File: src/rtl/pkt_stack_pkg.sv
package pkt_stack_pkg;
  typedef enum logic [2:0] {
    IDX_STK_LO    = 3'd0,
    IDX_CUR       = 3'd1,
    IDX_STK_HI    = 3'd2,
    IDX_PKT_FIRST = 3'd3,
    IDX_PKT_LAST  = 3'd4,
    IDX_FILL_THR  = 3'd5
  } cfg_idx_e;

  localparam logic [2:0] CFG_HOLD_LIMIT = 3'd3;  // indices below this stall words
endpackage

File: src/rtl/pkt_stack_regs.sv
module pkt_stack_regs #(
  parameter int AW = 8
) (
  input  logic          clk_i,
  input  logic          rst_ni,
  input  logic          we_i,
  input  logic [2:0]    addr_i,
  input  logic [AW-1:0] wdata_i,
  output logic [AW-1:0] rdata_o,
  input  logic          close_i,
  input  logic [AW-1:0] next_start_i,
  input  logic [AW-1:0] last_addr_i,
  output logic [AW-1:0] stk_lo_o,
  output logic [AW-1:0] stk_hi_o,
  output logic [AW-1:0] cur_o,
  output logic [AW-1:0] thr_o,
  output logic [AW-1:0] pkt_first_o,
  output logic [AW-1:0] pkt_last_o,
  output logic          cur_load_o
);
  import pkt_stack_pkg::*;

  logic [AW-1:0] stk_lo_q, stk_hi_q, cur_q, thr_q, first_q, last_q;

  assign cur_load_o = we_i && (addr_i == IDX_CUR);

  always_ff @(posedge clk_i or negedge rst_ni) begin
    if (!rst_ni) begin
      stk_lo_q <= '0;
      stk_hi_q <= '0;
      cur_q    <= '0;
      thr_q    <= '0;
      first_q  <= '0;
      last_q   <= '0;
    end else begin
      if (we_i && addr_i == IDX_STK_LO)   stk_lo_q <= wdata_i;
      if (we_i && addr_i == IDX_STK_HI)   stk_hi_q <= wdata_i;
      if (we_i && addr_i == IDX_FILL_THR) thr_q    <= wdata_i;
      if (cur_load_o) begin
        cur_q <= wdata_i;
      end else if (close_i) begin
        cur_q <= next_start_i;
      end
      if (close_i) begin
        first_q <= cur_q;
        last_q  <= last_addr_i;
      end
    end
  end

  always_comb begin
    case (addr_i)
      IDX_STK_LO:    rdata_o = stk_lo_q;
      IDX_CUR:       rdata_o = cur_q;
      IDX_STK_HI:    rdata_o = stk_hi_q;
      IDX_PKT_FIRST: rdata_o = first_q;
      IDX_PKT_LAST:  rdata_o = last_q;
      IDX_FILL_THR:  rdata_o = thr_q;
      default:       rdata_o = '0;
    endcase
  end

  assign stk_lo_o    = stk_lo_q;
  assign stk_hi_o    = stk_hi_q;
  assign cur_o       = cur_q;
  assign thr_o       = thr_q;
  assign pkt_first_o = first_q;
  assign pkt_last_o  = last_q;
endmodule

File: src/rtl/pkt_stack_addr_gen.sv
module pkt_stack_addr_gen #(
  parameter int AW = 8
) (
  input  logic          clk_i,
  input  logic          rst_ni,
  input  logic          valid_i,
  input  logic          last_i,
  input  logic          hold_i,
  input  logic          load_i,
  input  logic [AW-1:0] load_val_i,
  input  logic [AW-1:0] stk_lo_i,
  input  logic [AW-1:0] stk_hi_i,
  input  logic [AW-1:0] thr_i,
  output logic          ready_o,
  output logic          we_o,
  output logic [AW-1:0] addr_o,
  output logic [AW-1:0] next_o,
  output logic          close_o,
  output logic          irq_o
);
  localparam int CW = AW + 1;

  logic [AW-1:0] wptr_q;
  logic [CW-1:0] cnt_q, cnt_inc;
  logic          irq_q, accept, hit;

  assign ready_o = !hold_i;
  assign accept  = valid_i && ready_o;
  assign we_o    = accept;
  assign addr_o  = wptr_q;
  assign next_o  = (wptr_q == stk_hi_i) ? stk_lo_i : wptr_q + 1'b1;
  assign close_o = accept && last_i;
  assign cnt_inc = cnt_q + 1'b1;
  assign hit     = accept && (thr_i != '0) && (cnt_inc == {1'b0, thr_i});

  always_ff @(posedge clk_i or negedge rst_ni) begin
    if (!rst_ni) begin
      wptr_q <= '0;
      cnt_q  <= '0;
      irq_q  <= 1'b0;
    end else begin
      irq_q <= hit;
      if (load_i) begin
        wptr_q <= load_val_i;
        cnt_q  <= '0;
      end else if (accept) begin
        wptr_q <= next_o;
        cnt_q  <= last_i ? '0 : cnt_inc;
      end
    end
  end

  assign irq_o = irq_q;
endmodule

File: src/rtl/pkt_stack_mgr.sv
module pkt_stack_mgr #(
  parameter int AW = 8
) (
  input  logic          clk_i,
  input  logic          rst_ni,
  input  logic          cfg_we_i,
  input  logic [2:0]    cfg_addr_i,
  input  logic [AW-1:0] cfg_wdata_i,
  output logic [AW-1:0] cfg_rdata_o,
  input  logic          wr_valid_i,
  input  logic          wr_last_i,
  output logic          wr_ready_o,
  output logic          mem_we_o,
  output logic [AW-1:0] mem_addr_o,
  output logic          fill_irq_o
);
  import pkt_stack_pkg::*;

  logic [AW-1:0] stk_lo, stk_hi, cur, thr, pkt_first, pkt_last, nxt;
  logic          close, cur_load, hold;

  assign hold = cfg_we_i && (cfg_addr_i < CFG_HOLD_LIMIT);

  pkt_stack_regs #(.AW(AW)) u_regs (
    .clk_i        (clk_i),
    .rst_ni       (rst_ni),
    .we_i         (cfg_we_i),
    .addr_i       (cfg_addr_i),
    .wdata_i      (cfg_wdata_i),
    .rdata_o      (cfg_rdata_o),
    .close_i      (close),
    .next_start_i (nxt),
    .last_addr_i  (mem_addr_o),
    .stk_lo_o     (stk_lo),
    .stk_hi_o     (stk_hi),
    .cur_o        (cur),
    .thr_o        (thr),
    .pkt_first_o  (pkt_first),
    .pkt_last_o   (pkt_last),
    .cur_load_o   (cur_load)
  );

  pkt_stack_addr_gen #(.AW(AW)) u_agen (
    .clk_i      (clk_i),
    .rst_ni     (rst_ni),
    .valid_i    (wr_valid_i),
    .last_i     (wr_last_i),
    .hold_i     (hold),
    .load_i     (cur_load),
    .load_val_i (cfg_wdata_i),
    .stk_lo_i   (stk_lo),
    .stk_hi_i   (stk_hi),
    .thr_i      (thr),
    .ready_o    (wr_ready_o),
    .we_o       (mem_we_o),
    .addr_o     (mem_addr_o),
    .next_o     (nxt),
    .close_o    (close),
    .irq_o      (fill_irq_o)
  );
endmodule

File: config.mk
export PLATFORM = sky130hd
export DESIGN_NAME = pkt_stack_mgr
export DESIGN_NICKNAME = d
export VERILOG_FILES = /design/src/rtl/pkt_stack_pkg.sv /design/src/rtl/pkt_stack_regs.sv /design/src/rtl/pkt_stack_addr_gen.sv /design/src/rtl/pkt_stack_mgr.sv
export SDC_FILE = /design/constraint.sdc
export NUM_CORES = 1
export LEC_CHECK = 0
export ABC_CLOCK_PERIOD_IN_PS = 2000
export CAP_MARGIN = 10
export CORE_AREA = 3 3 111 113
export CTS_BUF_LIST = sky130_fd_sc_hd__clkbuf_4
export CTS_CLUSTER_DIAMETER = 60
export CTS_CLUSTER_SIZE = 25
export DETAILED_ROUTE_END_ITERATION = 10
export DIE_AREA = 0 0 114 116
export SYNTH_ARGS = -nofsm -noshare
export SYNTH_HDL_FRONTEND = slang
export SYNTH_SLANG_ARGS = --single-unit
File: constraint.sdc
create_clock -name clk_i -period 2 [get_ports clk_i]
set_clock_uncertainty 0.05 [all_clocks]
set_input_delay 0.4 -clock clk_i [delete_from_list [all_inputs] [get_ports clk_i]]
set_output_delay 0.4 -clock clk_i [all_outputs]
set_load 0.05 [all_outputs]
# After elaboration in Yosys (flattened, before gate mapping)
# Cells that the tools add are included.
word_totals:
  regBits: 66
  latch_bits: 0
  mem_bits_rw: 0
  rom_bits: 0
  input_bits: 16
  out_inout_bits: 19
  n_memories: 0
op_classes:
  add_sub_neg: 2
  multipliers: 0
  div_mod_pow: 0
  magnitude_cmp: 1
  n_eq_ne: 7
  n_shift: 0
  mux: 9
  bitwise_logic: 0
  reduce_logical: 14
op_table:
  columns: ["op", "count"]
  rows:
  - ["$pmux W8 S6", 1]
  - ["$mux W8", 5]
  - ["$mux W9", 3]
  - ["$add A9 B1 Y9 const B", 1]
  - ["$eq A9 B8 Y1", 1]
  - ["$logic_and A1 B1 Y1", 9]
  - ["$add A8 B1 Y8 const B", 1]
  - ["$eq A8 B8 Y1", 1]
  - ["$reduce_bool A8 Y1", 1]
  - ["$eq A3 B2 Y1 const B", 2]
  - ["$eq A3 B3 Y1 const B", 2]
  - ["$reduce_bool A2 Y1", 2]
  - ["$eq A3 B1 Y1 const B", 1]
  - ["$logic_not A3 Y1", 1]
  - ["$lt A3 B2 Y1 const B", 1]
  - ["$logic_not A1 Y1", 1]

# Depth between registers and ports, before layout
logic_depth:
  ltp_word: 7
  ltp_mapped: 8

# Modules after synthesis
# A second synthesis with hierarchy kept.
unflattened:
  cells_unflattened: 343
  area_unflattened_um2: 3708.6
by_module_without_submodules:
  columns: ["module", "instances", "cells_each", "area_each_um2", "seq_area_each_um2"]
  rows:
  - ["pkt_stack_regs", 1, 180, 2323.5, 1201.2]
  - ["pkt_stack_addr_gen", 1, 161, 1368.8, 450.4]
  - ["pkt_stack_mgr", 1, 2, 16.3, 0.0]

# Worst setup path before layout
# No wires, ideal clock.
synth_timing:
  kind: "input to output"
  from: "input port cfg_addr_i[0]"
  to: "output port cfg_rdata_o[7]"
  arrival_ps: 2112
  path_slack_ps: -562
  stages: 3
  path_buffers: 1
  cell_sequence: "buf_1 -> inv_1 -> o31ai_1"
synth_via:
  elab_chain_len: 2
  word_cells_on_any_way: 7
  cone_classes: "eq/ne (5); mux (1); reduce/logical (1)"
synth_rtl:
  columns: ["item", "line", "rtl"]
  rows:
  - ["start, declared", "pkt_stack_mgr.sv:7", "input logic [2:0] cfg_addr_i,"]
  - ["$eq A3 B3 Y1 (tied with other cells)", "pkt_stack_regs.sv:52", "case (addr_i)"]
  - ["$pmux W8 S6 (*)", "pkt_stack_regs.sv:52", null]
  - ["end, declared", "pkt_stack_mgr.sv:9", "output logic [AW-1:0] cfg_rdata_o,"]
# Mark *: on every way between the ends. The rest lies on a longest branch, timed or not.

# Final worst setup path
layout_timing:
  from: "register u_regs.stk_hi_q[3], in the netlist u_regs.stk_hi_o[3]"
  to: "output port cfg_rdata_o[3]"
layout_via:
  elab_chain_len: 1
layout_rtl:
  columns: ["item", "line", "rtl"]
  rows:
  - ["start, declared", "pkt_stack_regs.sv:23", "logic [AW-1:0] stk_lo_q, stk_hi_q, cur_q, thr_q, first_q, last_q;"]
  - ["start signal, assigned", "pkt_stack_regs.sv:37", "if (we_i && addr_i == IDX_STK_HI) stk_hi_q <= wdata_i;"]
  - ["$pmux W8 S6", "pkt_stack_regs.sv:52", null]
# No other way between the ends.

==> metrics <==
I/O Pins=35; worst setup margin=-0.0919 ns; Core Footprint=11,400 um2; grt ovf=0; PD cells=1030 nW/um2; nets=501; cell count after synthesis=389; Layout area overhead=34.8%; Crit Path Category=reg2out; EDFF count, synth=0; Combinational Power Share=43.2%; setup slack, reg-to-reg=0.06 ns; fill cell count=1,103; Total GRT Usage=18.8%; Avg Cell Area, Syn=9.86 um2; Die Wd=114 um; leakage power=0.00232 uW; # clock sinks=66; Slew headroom=67.5%; Period Utilization, post-route=105%; CP Max Fanout=3; half-perimeter wire length after placement=8660 um; initial antenna violation count=0; share of cells above drive strength 1=36.7%; port buffer count=34; largest net degree at the start of global routing=44; WL/cell=18.8 um; RSZ-0062 raised after global routing=yes; routed wire length=11,800 um; clk slew on worst S/H paths=0.12 ns; Worst Path Arrival=1.64 ns; register bit total from synthesis=66; Worst-Margin Slew=0.490 ns; startpoint types=flop; clock buffer depth=2; M1 WL=5430 um; worst min-delay path class=in2async; asr flop ratio synth=100%; Cell Area, Synth=3830 um2; area occupied by multi-input gates=2150 um2; vias per cell=5.32; post-synth net total=407; Clk pwr share=17.0%; 1st-pass router iterations=4; R2R depth=6; Crit path largest cell delay=0.42 ns; Int Pwr=3130 uW; largest area contributor in the netlist=dfrtp_1; initial drt markers=295; Reg-to-Reg Start=u_agen.addr_o[7]; Final min period=2.09 ns; DRC violations left=0; Post-synth top cells=66 x dfrtp_1, 62 x nand2_1, 24 x mux2_2; count leader, synth=dfrtp_1; vias in the first global route=3,561; clk_lat worst skew=0.42 ns; final setup fails=4; Syn. warnings=0; fin cells=631; Seq/Total Area, Yosys=43.1%; Synth Flop Type=dfrtp_1; RR Endpoint=u_agen.addr_o[2]; met3 wire len=709 um; top post-synthesis cells by area=dfrtp_1 43%, mux2_2 7.0%, nand2_1 6.1%; critical path required time=1.55 ns; Max-cap violations=0; met2 wire len=5570 um; Reg power frac=39.8%; Fmax=478 MHz; Final Slew Violations=0; slowest CP cell=dfrtp_1; Peak VDD IR=0.469 mV; violated checks=setup timing; Worst Hold Slack=0.251 ns; Die ar.=13,200 um2; Initial Util=33.6%; first-pass GRT wire length=19,200 um; Placed Cells=596; CTS Buf Count=9; Final ANT Viol Nets=0; Ant. Diodes=0; Worst Setup End Kind=output pin; Placer Congestion=0.873; CTS tree=done; Fin. Hold Viols=0; synth unique cells=60; top layer in use=met4; clock tree root buffer cell=clkbuf_4; sw power=2210 uW; post-synth top area share=43.1%; worst path cell trace=mux2i_1, o32ai_2, a221o_1, buf_6; switch share=41.4%; # rows=39; Max H-tree Level=3; vias=3,358; outcome=complete, but fails checks; FF/Latch Area=1660 um2; Die Y=116 um
## registers in the layout, summed over array words and instances (netlist names)
name	flops
u_regs.stk_lo_o	8
u_agen.cnt_q	9
u_regs.pkt_last_o	8
u_regs.cur_o	8
u_regs.thr_o	8
u_regs.stk_hi_o	8
u_regs.pkt_first_o	8
u_agen.addr_o	8
u_agen.irq_o	1
## worst max-delay path: cells and delay by family, from the launching register on
| family | cells | cell delay (ns) |
|---|---|---|
| flops | 1 | 0.42 |
| compound gates | 2 | 0.40 |
| mux | 1 | 0.25 |
| buf+inv | 1 | 0.16 |
## layout make-up
cell class              count  share of cell area [%]
well taps                 143                    3.46
clock buffers              12                    1.74
multi-input cells         296                    41.7
inverters                   5                   0.533
flip-flops and latches     66                    32.2
repair buffers            105                    19.6
clock inverters             4                   0.847
## cells by family (layout without fill, tap and decap cells)
group | Yosys count | in the layout | share of synthesized area, %
simple gates | 143 | 143 | 19.3
compound gates | 84 | 84 | 15.1
flops | 66 | 66 | 43.1
mux | 44 | 44 | 12.4
buf+inv | 27 | 126 | 3.82
xor+xnor | 23 | 23 | 5.65
fa+ha+maj | 2 | 2 | 0.653
## placed cells by master (no fill, tap or decap), drive strengths merged, types with 2 or more instances in the layout
cell type / instances
xor2: 11
a31oi: 5
a22oi: 5
a211oi: 7
o31ai: 5
o21ai: 15
and3: 4
nand3b: 2
dfrtp: 66
o32ai: 3
nor3b: 2
nor2b: 6
and2b: 2
clkdlybuf4s50: 10
mux2i: 19
nand4: 4
o211ai: 3
a21oi: 20
a221oi: 2
nand2: 63
and2: 7
nor3: 9
nor2: 24
clkinv: 3
mux2: 25
buf: 90
xnor2: 12
bufbuf: 2
o22ai: 10
inv: 4
a221o: 2
ha: 2
clkbuf: 12
nand3: 9
nor4: 3
nand2b: 4
## worst max path at each step
stage	slack [ns]	start	end
after CTS	-0.04	u_regs.stk_lo_o[7]	cfg_rdata_o[7]
after detailed placement	-0.51	cfg_addr_i[1]	cfg_rdata_o[0]
after global placement	-0.50	cfg_addr_i[1]	cfg_rdata_o[1]
after global routing	-0.12	u_regs.stk_lo_o[0]	cfg_rdata_o[0]
final	-0.09	u_regs.stk_hi_o[3]	cfg_rdata_o[3]
after floorplan	-0.1	cfg_addr_i[0]	cfg_rdata_o[0]
## power groups by stage
| stage | clock [uW] | combinational, uW | sequential [uW] |
|---|---|---|---|
| after floorplan | 0 | 1240 | 2240 |
| after global placement | 0 | 2070 | 2150 |
| after detailed placement | 0 | 2110 | 2160 |
| after CTS | 916 | 2230 | 2120 |
| after global routing | 983 | 2500 | 2170 |
| final | 911 | 2310 | 2130 |
## metrics by stage
step                instance area (um2)  total power (uW)  util (%)  TNS, ns  worst slack [ns]
floorplan                          3880              3480         -   -0.517           -0.0975
CTS                                5090              5270      44.6  -0.0951           -0.0408
global placement                   4730              4230      41.4   -20.11            -0.496
detailed placement                 4730              4270      41.4   -21.54            -0.513
global route                       5170              5650      45.3   -0.481            -0.122
finish                             5170              5350      45.3   -0.148           -0.0919
## layer usage
| layer | track usage (%) | vias up |
|---|---|---|
| li1 | - | 1587 |
| met1 | 27.2 | 1670 |
| met2 | 28.9 | 89 |
| met3 | 2.77 | 12 |
| met4 | 5.78 | 0 |
| met5 | 0 | - |
## timing repair
item	4_1_cts	5_1_grt
hold buffers	1	0
gates cloned	3	0
pin swaps	6	7
endpoints found under the setup margin	11	11
endpoints found under the hold margin	25	0
gates resized for setup	36	11
setup buffers	9	6
Power figures use the tool's default switching activity.
